--- config.mk ---
export PLATFORM = sky130hd
export DESIGN_NAME = pwm_shadow_gen
export DESIGN_NICKNAME = d
export VERILOG_FILES = /design/src/rtl/pwm_gen_pkg.sv /design/src/rtl/pwm_period_ctr.sv /design/src/rtl/pwm_duty_shadow.sv /design/src/rtl/pwm_cmp_out.sv /design/src/rtl/pwm_shadow_gen.sv
export SDC_FILE = /design/constraint.sdc
export NUM_CORES = 1
export LEC_CHECK = 0
export BUFFER_PORTS_ARGS = -buffer_cell sky130_fd_sc_hd__buf_2
export CAP_MARGIN = 20
export CORE_UTILIZATION = 40
export DETAILED_ROUTE_END_ITERATION = 6
export GPL_TIMING_DRIVEN = 0
export HOLD_SLACK_MARGIN = 0.06
export PLACE_DENSITY_LB_ADDON = 0.08
export SYNTH_ARGS = -nofsm -noshare
export SYNTH_HDL_FRONTEND = slang
export SYNTH_HIERARCHICAL = 1
export SYNTH_SLANG_ARGS = --single-unit
export TNS_END_PERCENT = 20
--- constraint.sdc ---
create_clock -name clk -period 8.5 [get_ports clk]
set_input_delay 1.7 -clock clk [delete_from_list [all_inputs] [get_ports clk]]
set_output_delay 1.7 -clock clk [all_outputs]
set_load 0.02 [all_outputs]
--- src/rtl/pwm_gen_pkg.sv ---
package pwm_gen_pkg;

  // Level at which the attached load is switched on.
  typedef enum logic {
    POL_HIGH = 1'b0,
    POL_LOW  = 1'b1
  } pol_e;

  // Idle (off) level of the load-facing output for a given polarity.
  function automatic logic idle_level(input pol_e p);
    return (p == POL_LOW);
  endfunction

endpackage

--- src/rtl/pwm_period_ctr.sv ---
module pwm_period_ctr #(
  parameter int WIDTH = 8
) (
  input  logic             clk,
  input  logic             rst,
  output logic [WIDTH-1:0] cnt_q,
  output logic [WIDTH-1:0] cnt_nxt,
  output logic             wrap_nxt,
  output logic             start_q
);

  localparam logic [WIDTH-1:0] STEP = WIDTH'(1);

  always_comb begin
    cnt_nxt  = cnt_q + STEP;
    wrap_nxt = (cnt_nxt == '0);
  end

  always_ff @(posedge clk) begin
    if (rst) begin
      cnt_q   <= '0;
      start_q <= 1'b0;
    end else begin
      cnt_q   <= cnt_nxt;
      start_q <= wrap_nxt;
    end
  end


  cnt_step_chk: assert property (@(posedge clk) disable iff (rst)
    1'b1 |=> (cnt_q == WIDTH'($past(cnt_q) + STEP)));

  generate
    if (WIDTH > 1) begin : g_pulse_chk

      start_single_chk: assert property (@(posedge clk) disable iff (rst)
        start_q |=> !start_q);
    end
  endgenerate

endmodule

--- src/rtl/pwm_duty_shadow.sv ---
module pwm_duty_shadow #(
  parameter int WIDTH = 8
) (
  input  logic             clk,
  input  logic             rst,
  input  logic             wr_valid,
  input  logic [WIDTH-1:0] wr_data,
  input  logic             load_en,
  output logic [WIDTH-1:0] active_q,
  output logic [WIDTH-1:0] active_nxt
);

  logic [WIDTH-1:0] pend_q;
  logic [WIDTH-1:0] pend_nxt;

  // A write in the load cycle bypasses the pending register.
  always_comb begin
    pend_nxt   = wr_valid ? wr_data : pend_q;
    active_nxt = load_en ? pend_nxt : active_q;
  end

  always_ff @(posedge clk) begin
    if (rst) begin
      pend_q   <= '0;
      active_q <= '0;
    end else begin
      pend_q   <= pend_nxt;
      active_q <= active_nxt;
    end
  end

endmodule

--- src/rtl/pwm_cmp_out.sv ---
module pwm_cmp_out
  import pwm_gen_pkg::*;
#(
  parameter int   WIDTH          = 8,
  parameter bit   FULL_ON_AT_MAX = 1'b0,
  parameter pol_e POLARITY       = POL_HIGH
) (
  input  logic             clk,
  input  logic             rst,
  input  logic [WIDTH-1:0] cnt_nxt,
  input  logic [WIDTH-1:0] duty_nxt,
  output logic             pwm_q,
  output logic             load_q
);

  localparam logic [WIDTH-1:0] DUTY_TOP = '1;
  localparam logic             INV      = idle_level(POLARITY);

  logic below;
  logic pwm_nxt;

  assign below = (cnt_nxt < duty_nxt);

  generate
    if (FULL_ON_AT_MAX) begin : g_full
      assign pwm_nxt = below || (duty_nxt == DUTY_TOP);
    end else begin : g_strict
      assign pwm_nxt = below;
    end
  endgenerate

  always_ff @(posedge clk) begin
    if (rst) begin
      pwm_q  <= 1'b0;
      load_q <= INV;
    end else begin
      pwm_q  <= pwm_nxt;
      load_q <= pwm_nxt ^ INV;
    end
  end

endmodule

--- src/rtl/pwm_shadow_gen.sv ---
module pwm_shadow_gen
  import pwm_gen_pkg::*;
#(
  parameter int   WIDTH          = 8,
  parameter bit   FULL_ON_AT_MAX = 1'b0,
  parameter pol_e POLARITY       = POL_HIGH
) (
  input  logic             clk,
  input  logic             rst,
  input  logic             duty_valid,
  output logic             duty_ready,
  input  logic [WIDTH-1:0] duty_data,
  output logic             pwm_out,
  output logic             pwm_load_out,
  output logic             period_start
);

  localparam logic [WIDTH-1:0] DUTY_TOP = '1;

  logic [WIDTH-1:0] cnt_q;
  logic [WIDTH-1:0] cnt_nxt;
  logic             wrap_nxt;
  logic             start_q;
  logic [WIDTH-1:0] active_q;
  logic [WIDTH-1:0] active_nxt;
  logic             pwm_q;
  logic             load_q;

  assign duty_ready = 1'b1;

  pwm_period_ctr #(.WIDTH(WIDTH)) u_ctr (
    .clk      (clk),
    .rst      (rst),
    .cnt_q    (cnt_q),
    .cnt_nxt  (cnt_nxt),
    .wrap_nxt (wrap_nxt),
    .start_q  (start_q)
  );

  pwm_duty_shadow #(.WIDTH(WIDTH)) u_shadow (
    .clk        (clk),
    .rst        (rst),
    .wr_valid   (duty_valid),
    .wr_data    (duty_data),
    .load_en    (wrap_nxt),
    .active_q   (active_q),
    .active_nxt (active_nxt)
  );

  pwm_cmp_out #(
    .WIDTH          (WIDTH),
    .FULL_ON_AT_MAX (FULL_ON_AT_MAX),
    .POLARITY       (POLARITY)
  ) u_out (
    .clk      (clk),
    .rst      (rst),
    .cnt_nxt  (cnt_nxt),
    .duty_nxt (active_nxt),
    .pwm_q    (pwm_q),
    .load_q   (load_q)
  );

  assign pwm_out      = pwm_q;
  assign pwm_load_out = load_q;
  assign period_start = start_q;


  duty_boundary_chk: assert property (@(posedge clk) disable iff (rst)
    !$stable(active_q) |-> start_q);


  last_write_chk: assert property (@(posedge clk) disable iff (rst)
    (start_q && $past(duty_valid)) |-> (active_q == $past(duty_data)));


  zero_low_chk: assert property (@(posedge clk) disable iff (rst)
    (active_q == '0) |-> !pwm_q);


  start_count_chk: assert property (@(posedge clk) disable iff (rst)
    start_q |-> (cnt_q == '0));

  generate
    if (FULL_ON_AT_MAX) begin : g_full_chk

      full_on_chk: assert property (@(posedge clk) disable iff (rst)
        (active_q == DUTY_TOP) |-> pwm_q);
    end else begin : g_strict_chk

      top_low_chk: assert property (@(posedge clk) disable iff (rst)
        (cnt_q == DUTY_TOP) |-> !pwm_q);
    end
  endgenerate

endmodule

==> results.env <==
CP_DATA_ARRIVAL_TIME_NS=3.84
DRT_FIRST_ITER_VIOLATIONS=31
POST-ROUTE-WORST-SETUP-SLACK_NS=4.874
CTS_INSERTED_BUFFERS=3
DRTANTENNAVIOLNETS=0
AREAGROWTHSYNTHTOFINISH_PCT=10.80
YOSYS_WARNINGS=6
GRT_PASS1_VIAS=926
DRT-WIRELENGTH-PER-CELL_UM=12.72
MIN_DELAY_WORST_ENDPOINT='u_shadow/active_q[0]'
FINALSETUPVIOLCOUNT=0
DESIGN.CORE.AREA_MM2=0.002853
DETAIL_ROUTE.DRC_VIOLATIONS=1
POST_ROUTE_CELLS_DRIVE_ABOVE_1_SHARE=0.1854
SYNTHTOPCELLSBYAREA='sky130_fd_sc_hd__dfxtp_1 (42%), sky130_fd_sc_hd__ha_1 (9.0%), sky130_fd_sc_hd__mux2i_1 (6.4%), sky130_fd_sc_hd__nor2_1 (6.0%), sky130_fd_sc_hd__a211oi_1 (5.4%)'
CTSROOTBUFFERMASTER='sky130_fd_sc_hd__clkbuf_4'
FIN_WORST_SKEW_NS=0.002074
DESIGN.PORTCOUNT=15
VIAS_PER_CELL=5.363
POWER.SHARE.COMBINATIONAL=0.186
VERT_DIE_DIM_UM=57.93
GLOBALROUTEOVERFLOWTOTAL=0
CP_TOP_FAMILY='compound AO/OA/AOI/OAI gates'
DPL.HPWL_UM=1745
WORSTREG2REGEND='u_out/load_q'
PLACEDCELLCOUNT=178
CRIT_REQUIRED_NS=8.71
DR.PASS1.ITERS=6
FIN_CRIT_SH=0.4266
GRT_FIRST_PASS_WIRELENGTH_UM=4215
CHIPWIDTH_UM=57.93
CTS.REPAIR.RESIZED=0
POWER-PER-CELL-AREA_mW_PER_MM2=173.9
FINALNETCOUNT=172
VIOLATED_CHECKS='DRC'
DETAILROUTE.VIA_COUNT=976
ANTENNA_CELLS=0
TIGHTEST_SLEW_NS=0.7227
HTREEDEPTH=1
SYNTH_SEQUENTIAL_AREA_RATIO=0.4160
WORST_SETUP_HOLD_PATH_CLK_SLEW_NS=0.14
POWER_FRAC_CLOCK=0.263
REGTOREGSETUPSLACK_NS=4.87
TIMING.FMAX_MHz=275.8
SETUP_TOTAL_NEGATIVE_SLACK_NS=0
SUMMED_INSTANCE_AREA_OF_THE_SYNTHESIZED_NETLIST_MM2=0.001251
PATH_CELLS='ha_1 -> inv_1 -> o21ai_1 -> o2111ai_1 -> nor3_1 -> clkbuf_1 -> a21oi_1 -> inv_1 -> ha_1 -> a211oi_2 -> o21ai_1 -> a2111oi_1'
OUTCOME='finished, violations left'
CTS_POST_SETUP_BUFFERS_INSERTED=0
PWR-SHARE-SEQ=0.552
IRDROPWORSTVDD_mV=0.1023
CRIT_TYPE='reg -> reg'
FIN_CRIT_NS=3.626
REPORT.FINAL.SLEW_VIOL_COUNT=0
GPL.FINAL_WEIGHTED_CONGESTION=0.7339
CRIT_PATH_END_KIND='flip-flop'
GRT_USE_TOTAL=0.1644
SW_FRAC_OF_TOTAL=0.2758
CLK-INSERTION-DELAY-LATE_NS=0.32
WORST-PATH-BUF-INV=3
DEPTH_OF_THE_WORST_REGISTER_TO_REGISTER_PATH=12
SWITCHINGPOWER_mW=0.06647
GRT_SETUP_UNREPAIRED='false'
HOLD_PATH_STARTPOINT='u_shadow/active_q[0]'
NUMBER_OF_SYNTHESIZED_REGISTER_BITS=26
NUMCLOCKSINKS=26
FLOORPLAN.INITIALDENSITY=0.4386
TRITONCTS='built'
CLOCKBUFFERDEPTH=2
CELL_INTERNAL_PWR_mW=0.1746
FINALWIRELENGTH_UM=2315
HOLD_BUFFERS=0
GRT_ANTENNA_BEFORE_REPAIR=0
LARGEST_NET_DEGREE_AT_THE_START_OF_GLOBAL_ROUTING=15
MAX_CAP_VIOLATIONS=0
PRECTSSETUPSLACK_NS=4.916
STDCELL_COUNT=182
SYNTH_TOP_AREA_CELL='sky130_fd_sc_hd__dfxtp_1'
WORSTHOLDPATHCELLS=2
PLACEMENT_ROWS=19
NUM-FILL-CELLS=284
FINALCOREUTILIZATION=0.4860
CRIT_PATH_MAX_FANOUT=10
FINALHOLDVIOLATIONS=0
SYNTH_FP_NETS=155
SYNTHESIS.INSTANCES=135
YOSYSUNIQUECELLTYPES=33
MAX_SLEW_MARGIN=0.5145
CRITICAL-PATH-MAX-STAGE-DELAY_NS=0.60
SYNTH_TOP_AREA_FRAC=0.4160
STATIC-LEAKAGE-POWER_nW=0.6151
CRITICAL_PATH.SLOWEST_CELL='sky130_fd_sc_hd__nor3_1'
DESIGN_POWER_TOTAL_mW=0.2410
PORT-BUFFER-COUNT=12
AVGSYNTHCELLAREA_UM2=9.268
TIMING.RR.START='u_ctr/cnt_q[0]'
FP.DIEAREA_MM2=0.003356
SETUP.WORST_PATH.START_CLASS='flip-flop'
HOLD_PATH.CLASS='reg -> reg'
cell usage after synthesis:
master	number
sky130_fd_sc_hd__dfxtp_1	26
sky130_fd_sc_hd__nor2_1	20
sky130_fd_sc_hd__a21oi_1	10
sky130_fd_sc_hd__a211oi_1	9
sky130_fd_sc_hd__ha_1	9
sky130_fd_sc_hd__inv_1	9
sky130_fd_sc_hd__mux2i_1	8
sky130_fd_sc_hd__nor2b_1	7
sky130_fd_sc_hd__nand3_1	4
sky130_fd_sc_hd__buf_4	3
sky130_fd_sc_hd__nand2_1	3
sky130_fd_sc_hd__buf_2	2
sky130_fd_sc_hd__clkbuf_1	2
sky130_fd_sc_hd__nand4_1	2
sky130_fd_sc_hd__o21ai_1	2
sky130_fd_sc_hd__xnor2_1	2
sky130_fd_sc_hd__a2111oi_1	1
sky130_fd_sc_hd__a211o_1	1
sky130_fd_sc_hd__a211oi_2	1
sky130_fd_sc_hd__and3_1	1
sky130_fd_sc_hd__buf_6	1
sky130_fd_sc_hd__conb_1	1
sky130_fd_sc_hd__nand4_2	1
sky130_fd_sc_hd__nor2_2	1
sky130_fd_sc_hd__nor3_1	1
sky130_fd_sc_hd__nor4_1	1
sky130_fd_sc_hd__nor4_2	1
sky130_fd_sc_hd__o2111ai_1	1
sky130_fd_sc_hd__o21ai_0	1
sky130_fd_sc_hd__or3_1	1
sky130_fd_sc_hd__xnor2_2	1
sky130_fd_sc_hd__xor2_1	1
sky130_fd_sc_hd__xor2_2	1
layout by cell type (no fill, tap or decap), drive strengths merged, types with 2 or more instances in the layout:
cell type	instances
nor4	2
xnor2	3
nand3	4
a211oi	10
inv	9
nor2	21
nor2b	7
dfxtp	26
buf	18
nand4	3
ha	9
mux2i	8
xor2	2
nand2	3
clkbuf	6
a21oi	10
o21ai	3
registers in the layout (all words and copies together) (netlist names):
name and count:
u_shadow/active_q 8, u_ctr/cnt_q 8, u_ctr/start_q 1, u_shadow/pend_q 8, u_out/load_q 1
power groups by stage:
stage | combinational [mW] | sequential [mW] | clock [mW]
final | 0.0448 | 0.133 | 0.0633
after CTS | 0.0450 | 0.133 | 0.0665
after floorplan | 0.0315 | 0.136 | 0
after global routing | 0.0500 | 0.134 | 0.0711
after global placement | 0.0432 | 0.135 | 0
after detailed placement | 0.0447 | 0.136 | 0
logic make-up (layout without fill, tap and decap cells):
group                    after synthesis  count (layout)  share of synthesized area
AO/OA/AOI/OAI                         26              26                     0.1380
XOR/XNOR                               5               5                    0.04701
adder cells (fa/ha/maj)                9               9                    0.09000
buffers and inverters                 17              33                    0.06800
flip-flops                            26              26                     0.4160
multiplexers                           8               8                    0.06400
other                                  1               1                   0.002997
AND/OR/NAND/NOR                       43              43                     0.1740
how the worst max path moves through the flow:
stage	start	to	slack (ns)	depth (start not counted)
after CTS	u_ctr/cnt_q[0]	u_out/load_q	4.86	12
after global placement	u_ctr/cnt_q[0]	u_out/load_q	4.95	12
after floorplan	duty_valid	u_out/load_q	5.32	8
final	u_ctr/cnt_q[0]	u_out/load_q	4.87	12
after detailed placement	u_ctr/cnt_q[0]	u_out/load_q	4.92	12
after global routing	u_ctr/cnt_q[0]	u_out/load_q	4.51	12
routing by layer:
layer | global-route usage | part of all wire | wire length, um | vias to the layer above
met2 | 0.2479 | 0.45 | 1044 | 18
met1 | 0.2308 | 0.51 | 1170 | 458
li1 | - | - | - | 498
met3 | 0.04018 | 0.035 | 81 | 2
met4 | 0.05442 | 0.0078 | 18 | 0
met5 | 0 | 0 | 0 | -
tightest hold or removal path, cell delays in order, from the launching register on:
cell                       delay, ns
sky130_fd_sc_hd__dfxtp_1        0.32
sky130_fd_sc_hd__nor2_1         0.12
sky130_fd_sc_hd__a211oi_1       0.06
per-stage QoR:
step / hold slack (ns) / cell area (um^2)
after floorplan: 0.4760 / 1251
after global placement: 0.5039 / 1350
after detailed placement: 0.5098 / 1350
after CTS: 0.5356 / 1386
after global routing: 0.5610 / 1386
final: 0.5381 / 1386
layout make-up:
cell class | instances | area, um^2 | share of cell area
buffer | 8 | 51.30 | 0.03700
sequential | 26 | 520.5 | 0.3755
timing repair buffer | 12 | 60.06 | 0.04332
multi-input combinational | 92 | 645.6 | 0.4657
inverter | 9 | 33.78 | 0.02437
tap | 31 | 38.79 | 0.02798
clock buffer | 4 | 36.28 | 0.02617
Power figures use the tool's default switching activity.
